===== src/rtl/irq_stat_mask_ctrl.sv =====
module irq_stat_mask_ctrl #(
  parameter int          NSRC      = 11,
  parameter logic [31:0] PAGE_BASE = 32'h1F80_1000,
  parameter logic [11:0] STAT_OFS  = 12'h070,
  parameter logic [11:0] MASK_OFS  = 12'h074
) (
  input  logic            clk,
  input  logic            rst_n,
  input  logic [31:0]     bus_addr,
  input  logic            bus_wr,
  input  logic [31:0]     bus_wdata,
  output logic [31:0]     bus_rdata,
  input  logic [NSRC-1:0] src_req,
  output logic            irq
);
  localparam logic [31:0] STAT_ADDR = PAGE_BASE + {20'd0, STAT_OFS};
  localparam logic [31:0] MASK_ADDR = PAGE_BASE + {20'd0, MASK_OFS};

  logic [NSRC-1:0] stat, mask, stat_d, mask_d;

  wire hit_stat = bus_addr[28:2] == STAT_ADDR[28:2];
  wire hit_mask = bus_addr[28:2] == MASK_ADDR[28:2];
  wire [NSRC-1:0] wval = bus_wdata[NSRC-1:0];

  wire unused_bits = ^{bus_addr[31:29], bus_addr[1:0], bus_wdata[31:NSRC]};

  assign stat_d = (stat & ((bus_wr && hit_stat) ? wval : {NSRC{1'b1}})) | src_req;
  assign mask_d = (bus_wr && hit_mask) ? wval : mask;

  always_ff @(posedge clk) begin
    if (!rst_n) begin
      stat <= '0;
      mask <= '0;
      irq  <= 1'b0;
    end else begin
      stat <= stat_d;
      mask <= mask_d;
      irq  <= |(stat_d & mask_d);
    end
  end

  always_comb begin
    bus_rdata = '0;
    if (hit_stat)      bus_rdata[NSRC-1:0] = stat;
    else if (hit_mask) bus_rdata[NSRC-1:0] = mask;
  end
endmodule


===== config.mk =====
export PLATFORM = sky130hd
export DESIGN_NAME = irq_stat_mask_ctrl
export DESIGN_NICKNAME = d
export VERILOG_FILES = /design/src/rtl/irq_stat_mask_ctrl.sv
export SDC_FILE = /design/constraint.sdc
export NUM_CORES = 1
export LEC_CHECK = 0
export BUFFER_PORTS_ARGS = -buffer_cell sky130_fd_sc_hd__buf_2
export CAP_MARGIN = 20
export CORE_MARGIN = 2
export CORE_UTILIZATION = 25
export DETAILED_ROUTE_END_ITERATION = 7
export SYNTH_ARGS = -nofsm -noshare
export SYNTH_HDL_FRONTEND = slang
export SYNTH_SLANG_ARGS = --single-unit

===== constraint.sdc =====
create_clock -name clk -period 2.68 [get_ports clk]
set_input_delay 0.536 -clock clk [delete_from_list [all_inputs] [get_ports clk]]
set_output_delay 0.536 -clock clk [all_outputs]
set_load 0.01 [all_outputs]

==> results of run 1 <==
-- flip-flops by register name, indices dropped and copies added (netlist names) --
name,count
irq,1
stat,11
mask,11
-- worst max-delay path: cells and delay by family --
kind | cells | cell delay [ps]
buf+inv | 3 | 390
simple gates | 4 | 1140
-- power breakdown --
group / internal (mW) / switching, mW
clock network: 0.104 / 0.121
logic: 0.0534 / 0.0723
registers: 0.353 / 0.00953
-- cell families after synthesis --
group | after synthesis | share of synthesized area [%]
DFF | 23 | 29.6
and+or+nand+nor | 48 | 16.7
other | 1 | 0.241
muxes | 20 | 12.9
AOI/OAI and AO/OA | 66 | 24.2
buffers and inverters | 46 | 16.5
-- placed cells by master, fill, tap and decap left out, types with 2 or more instances in the layout --
cell and instances:
nand3b_1 2, clkbuf_8 3, nor4_1 2, o2111ai_1 2
nand4_1 3, buf_4 9, conb_1 21, a21oi_1 28
inv_1 16, buf_6 2, o21ai_0 27, buf_2 63
or4b_1 2, dfxtp_1 23, mux2i_1 20, nor2_1 28
-- stage by stage --
step	setup WS [ps]	util, %
finish	68.9	33.5
floorplan	234	-
CTS	19.6	33.1
global route	1.88	33.5
detailed placement	-97.6	32.3
global placement	-108	32.3
-- final timing paths --
| path | start | end | slack [ps] |
|---|---|---|---|
| max | bus_addr[15] | bus_rdata[9] | 70 |
| min | stat[7] | stat[7] | 500 |
| max reg2reg | stat[0] | irq | 1160 |
| min reg2reg | stat[7] | stat[7] | 500 |
-- repair_timing --
item / 4_1_cts / 5_1_grt
endpoints found under the hold margin: 0 / 0
endpoints found under the setup margin: 0 / 11
setup buffers: 0 / 1
gates resized for setup: 0 / 5
-- cell type report --
type | instances | share of cell area, %
clock buffer | 3 | 2.07
clock inverter | 1 | 0.251
inverter | 17 | 3.20
multi-input combinational | 155 | 46.4
sequential | 23 | 23.1
tap | 75 | 4.70
timing repair buffer | 74 | 20.3
-- per-layer routing --
metal	global-route usage [%]	routed length [um]	part of all wire [%]	vias up
li1	-	-	-	811
met1	14.4	1950	46	717
met2	20.8	2100	49	43
met3	2.49	173	4.1	6
met4	2.98	52	1.2	0
met5	0	0	0	-
==> impl_results.md, run 1 <==
* Status: finished clean
* Unique masters post-synth at 33
* Hpwl dp at 3460 um
* WP data arrival at 2080 ps
* Initial antenna violation count at 0
* CP max stage delay at 540 ps
* Synth area leader: dfxtp_1
* Max_slew headroom at 49.5%
* CTS Buf Count at 3
* Layout cells sized above 1 at 31.9%
* Worst Tran Pin Value at 757 ps
* Crit path capture type: primary output
* Placed insts at 343
* Top-level I/O count at 111
* Final WL at 4270 um
* WS Path Type: in2out
* Max Buffers Root-to-Sink at 2
* Initial Util at 26.2%
* Non-filler cells in the finished layout at 348
* Flops & latches, synth at 23
* Critical Path RT at 2140 ps
* Worst Skew at 3.34 ps
* Detailed-route wire length per cell at 12.3 um
* Total power at 0.713 mW
* Synth top area share at 29.6%
* Layout fillers at 667
* Worst hold path type: reg2reg
* R2r worst-path depth at 6
* First-pass DRT Iterations at 5
* Nets at 352
* CTS tree: built
* Post-synthesis sequential area ratio at 29.6%
* Sequential cell area at 460 um^2
* Cell depth of the worst hold path at 2
* Number of synthesized flops with an enable pin at 0
* Maximum VDD drop at 0.000172 V
* Root buffer cell: clkbuf_8
* Most frequent cell after synthesis: nor2_1
* Fin. Hold Viols at 0
* Slowest cell on the critical path: or4b_4
* Maxcap violations at 0
* Vias per Instance at 4.53
* RSZ-0062 raised after global routing: no
* Placed cell area at 0.00192 mm^2
* Row cnt at 28
* First-pass GRT wire length at 6900 um
* Tcrit/Tclk final at 97.4%
* DR vias at 1577
* Syn Inst Count at 204
* Syn Area/Cell at 7.64 um^2
* Mapped cell area at 0.00156 mm^2
* Post-route design area at 0.00200 mm^2
* Die H at 82.9 um
* Die area at 0.00688 mm^2
* Sink Count at 23
* Footprint of the multi-input gates at 926 um^2
* H-Tree Depth at 1
* Crit path top cell by count: buf_2
* Syn-to-layout area delta at 28.1%
* Power Density at 357 mW/mm^2
* F_max at 383 MHz
* PortBufs at 63
* Ranking of synthesized cells by area: dfxtp_1 (30%), mux2i_1 (13%), buf_4 (11%)
* Hold Buf Count CTS at 0
* Async set or reset register ratio after synthesis at 0%
* Max-slew violations at 0
* GP Congestion at 0.803
* Leakage at 1.01 nW
* Global route overflow at 0
* Largest net degree at the start of global routing at 24
* Clock Latency Late Sink at 260 ps
* 1st-iter DRT viols at 96
* Vias in the first global route at 1536
* Final setup TNS at 0 ps
* CTS clock-pin slew for the worst setup and hold paths at 90 ps
* Final min period at 2610 ps
* Final hold slack at 503 ps
* Critical-path cell list: buf_2 > or4b_4 > nor4_4 > nand2_2 > buf_6 > nor2_1 > buf_2
* Core area at 0.00596 mm^2
* Residual DRC at 0
* Peak fanout along the critical path at 6
* Antenna cells at 0
* Top_reg_cell synth: dfxtp_1
* Worst setup SP type: input pin
* Total track usage at 11.7%
* Die W at 82.9 um
* Setup violators final at 0
* YS warnings at 0
* Commonest cells post-synth: nor2_1 (29), a21oi_1 (28), o21ai_0 (27)
* Antenna-violating nets left at 0
Note: power is estimated with default switching activity, not from simulation.
==> inputs of run 2 (changes only) <==
--- a/config.mk
+++ b/config.mk
@@ -10,6 +10,7 @@
 export CORE_MARGIN = 2
 export CORE_UTILIZATION = 25
 export DETAILED_ROUTE_END_ITERATION = 7
+export REMOVE_ABC_BUFFERS = 1
 export SYNTH_ARGS = -nofsm -noshare
 export SYNTH_HDL_FRONTEND = slang
 export SYNTH_SLANG_ARGS = --single-unit
==> constraint.sdc (replaced) <==
create_clock -name clk -period 3.25 [get_ports clk]
set_input_delay 0.65 -clock clk [delete_from_list [all_inputs] [get_ports clk]]
set_output_delay 0.65 -clock clk [all_outputs]
set_load 0.01 [all_outputs]
==> run 2 against run 1 <==
Effect of this change: critical path depth unchanged; final area fell by 2.8%; final cell count is 1.4% lower; power shrank 19%; sequential cell count unchanged; clock power shrank 21%; non-clock buffer count is 5 lower; combinational power fell by 17%; routed wire length down 1.1%; first-iteration DRC count shrank 11%; largest cell class unchanged.
==> impl_results.md, run 2 (synthesis results as in run 1) <==
* Root buffer cell: clkbuf_8
* Max-slew violations at 0 (unchanged)
* Placed cell area at 0.00189 mm^2 (-1.6%)
* Initial antenna violation count at 0 (unchanged)
* First-pass DRT Iterations at 4 (-1)
* Initial Util at 26.2% (unchanged)
* Sink Count at 23 (unchanged)
* Hold Buf Count CTS at 0 (unchanged)
* PortBufs at 63 (unchanged)
* Total track usage at 12.5% (+0.76 points)
* CTS Buf Count at 3 (unchanged)
* Max Buffers Root-to-Sink at 2 (unchanged)
* DR vias at 1557 (-1.3%)
* Detailed-route wire length per cell at 12.3 um (+0.29%)
* Final WL at 4220 um (-1.1%)
* Non-filler cells in the finished layout at 343 (-1.4%)
* F_max at 345 MHz
* Antenna-violating nets left at 0 (unchanged)
* Die H at 82.9 um (unchanged)
* Die W at 82.9 um (unchanged)
* GP Congestion at 0.770 (-4.1%)
* Layout fillers at 667 (unchanged)
* Commonest non-fill, non-tap cells in the layout: buf_2 (63), nor2_1 (29), a21oi_1 (28)
* Worst hold path type: reg2reg
* Worst setup SP type: input pin
* Leakage at 0.980 nW (-3.2%)
* Fin. Hold Viols at 0 (unchanged)
* Worst Skew at 5.96 ps (+2.63 ps)
* Layout cells sized above 1 at 29.1% (-2.8 points)
* Nets at 347 (-1.4%)
* CTS clock-pin slew for the worst setup and hold paths at 80 ps (about the same)
* Die area at 0.00688 mm^2 (unchanged)
* Worst slack, placed at 337 ps (+434 ps)
* Row cnt at 28 (unchanged)
* Hpwl dp at 3350 um (-3.2%)
* H-Tree Depth at 1 (unchanged)
* Tcrit/Tclk final at 89.1%
* Top-level I/O count at 111 (unchanged)
* Final min period at 2900 ps
* Placed insts at 339 (-1.2%)
* Vias per Instance at 4.54 (+0.17%)
* Core area at 0.00596 mm^2 (unchanged)
* First-pass GRT wire length at 7180 um (+4.0%)
* Maximum VDD drop at 0.000200 V (+16%)
* Worst Tran Pin Value at 747 ps (-9.53 ps)
* Power Density at 299 mW/mm^2 (-16%)
* Total power at 0.580 mW (-19%)
* Crit path capture type: primary output
* Final setup TNS at 0 ps (unchanged)
* RSZ-0062 raised after global routing: no
* Global route overflow at 0 (unchanged)
* WP data arrival at 2250 ps (+170 ps)
* Clock Latency Late Sink at 260 ps (about the same)
* Top Registers: mask x11, stat x11, irq x1
* Largest net degree at the start of global routing at 24 (unchanged)
* Final worst slack at 354 ps (+286 ps)
* Critical Path RT at 2600 ps (+460 ps)
* Max_slew headroom at 50.1% (+0.64 points)
* 1st-iter DRT viols at 85 (-11%)
* Status: finished clean
* Peak fanout along the critical path at 11 (+5)
* Post-route design area at 0.00194 mm^2 (-2.8%)
* CTS tree: built
* Residual DRC at 0 (unchanged)
* Final hold slack at 503 ps (+0.0190 ps)
* WS Path Type: in2out
* CTS resizes at 0 (unchanged)
* Syn-to-layout area delta at 24.5%
* # Post-CTS Setup Buffers at 0 (unchanged)
* Maxcap violations at 0 (unchanged)
* Setup violators final at 0 (unchanged)
* Commonest non-fill, non-tap cell in the layout: buf_2
* Antenna cells at 0 (unchanged)
* Vias in the first global route at 1446 (-5.9%)
* Layout Utilization at 32.6% (-0.95 points)
run 2: worst max-delay path, stage by stage:
cell     delay, ps
buf_2           90
or4_4          540
nor4_4         400
nand2_1         90
buf_4          200
nor2_1         130
buf_2          150
run 2: cell type report:
| type | count | area, um^2 | area share [%] |
|---|---|---|---|
| Clock buffer | 4 | 45.0 | 2.32 |
| Inverter | 17 | 63.8 | 3.29 |
| Multi-Input combinational cell | 155 | 916 | 47.2 |
| Sequential cell | 23 | 460 | 23.7 |
| Tap cell | 75 | 93.8 | 4.84 |
| Timing Repair Buffer | 69 | 360 | 18.6 |
run 2: worst paths after layout:
kind	start	endpoint	slack [ps]	cells past startpoint
worst max register to register	stat[10]	irq	1630	6
worst max-delay path	bus_addr[11]	bus_rdata[10]	350	7
worst min register to register	stat[9]	stat[9]	500	2
worst min-delay path	stat[9]	stat[9]	500	2
run 2: layer usage:
metal | track usage (%) | vias to the layer above | wire length (um)
li1 | - | 802 | -
met1 | 17.0 | 697 | 2020
met5 | 0 | - | 0
met4 | 2.24 | 0 | 21
met2 | 20.6 | 56 | 1960
met3 | 2.58 | 2 | 216
run 2: report_power, final:
| group | total, mW | internal, mW | switching [mW] |
|---|---|---|---|
| clock | 0.177 | 0.0875 | 0.0897 |
| combinational | 0.104 | 0.0440 | 0.0596 |
| sequential | 0.299 | 0.291 | 0.00772 |
| total | 0.580 | 0.423 | 0.157 |
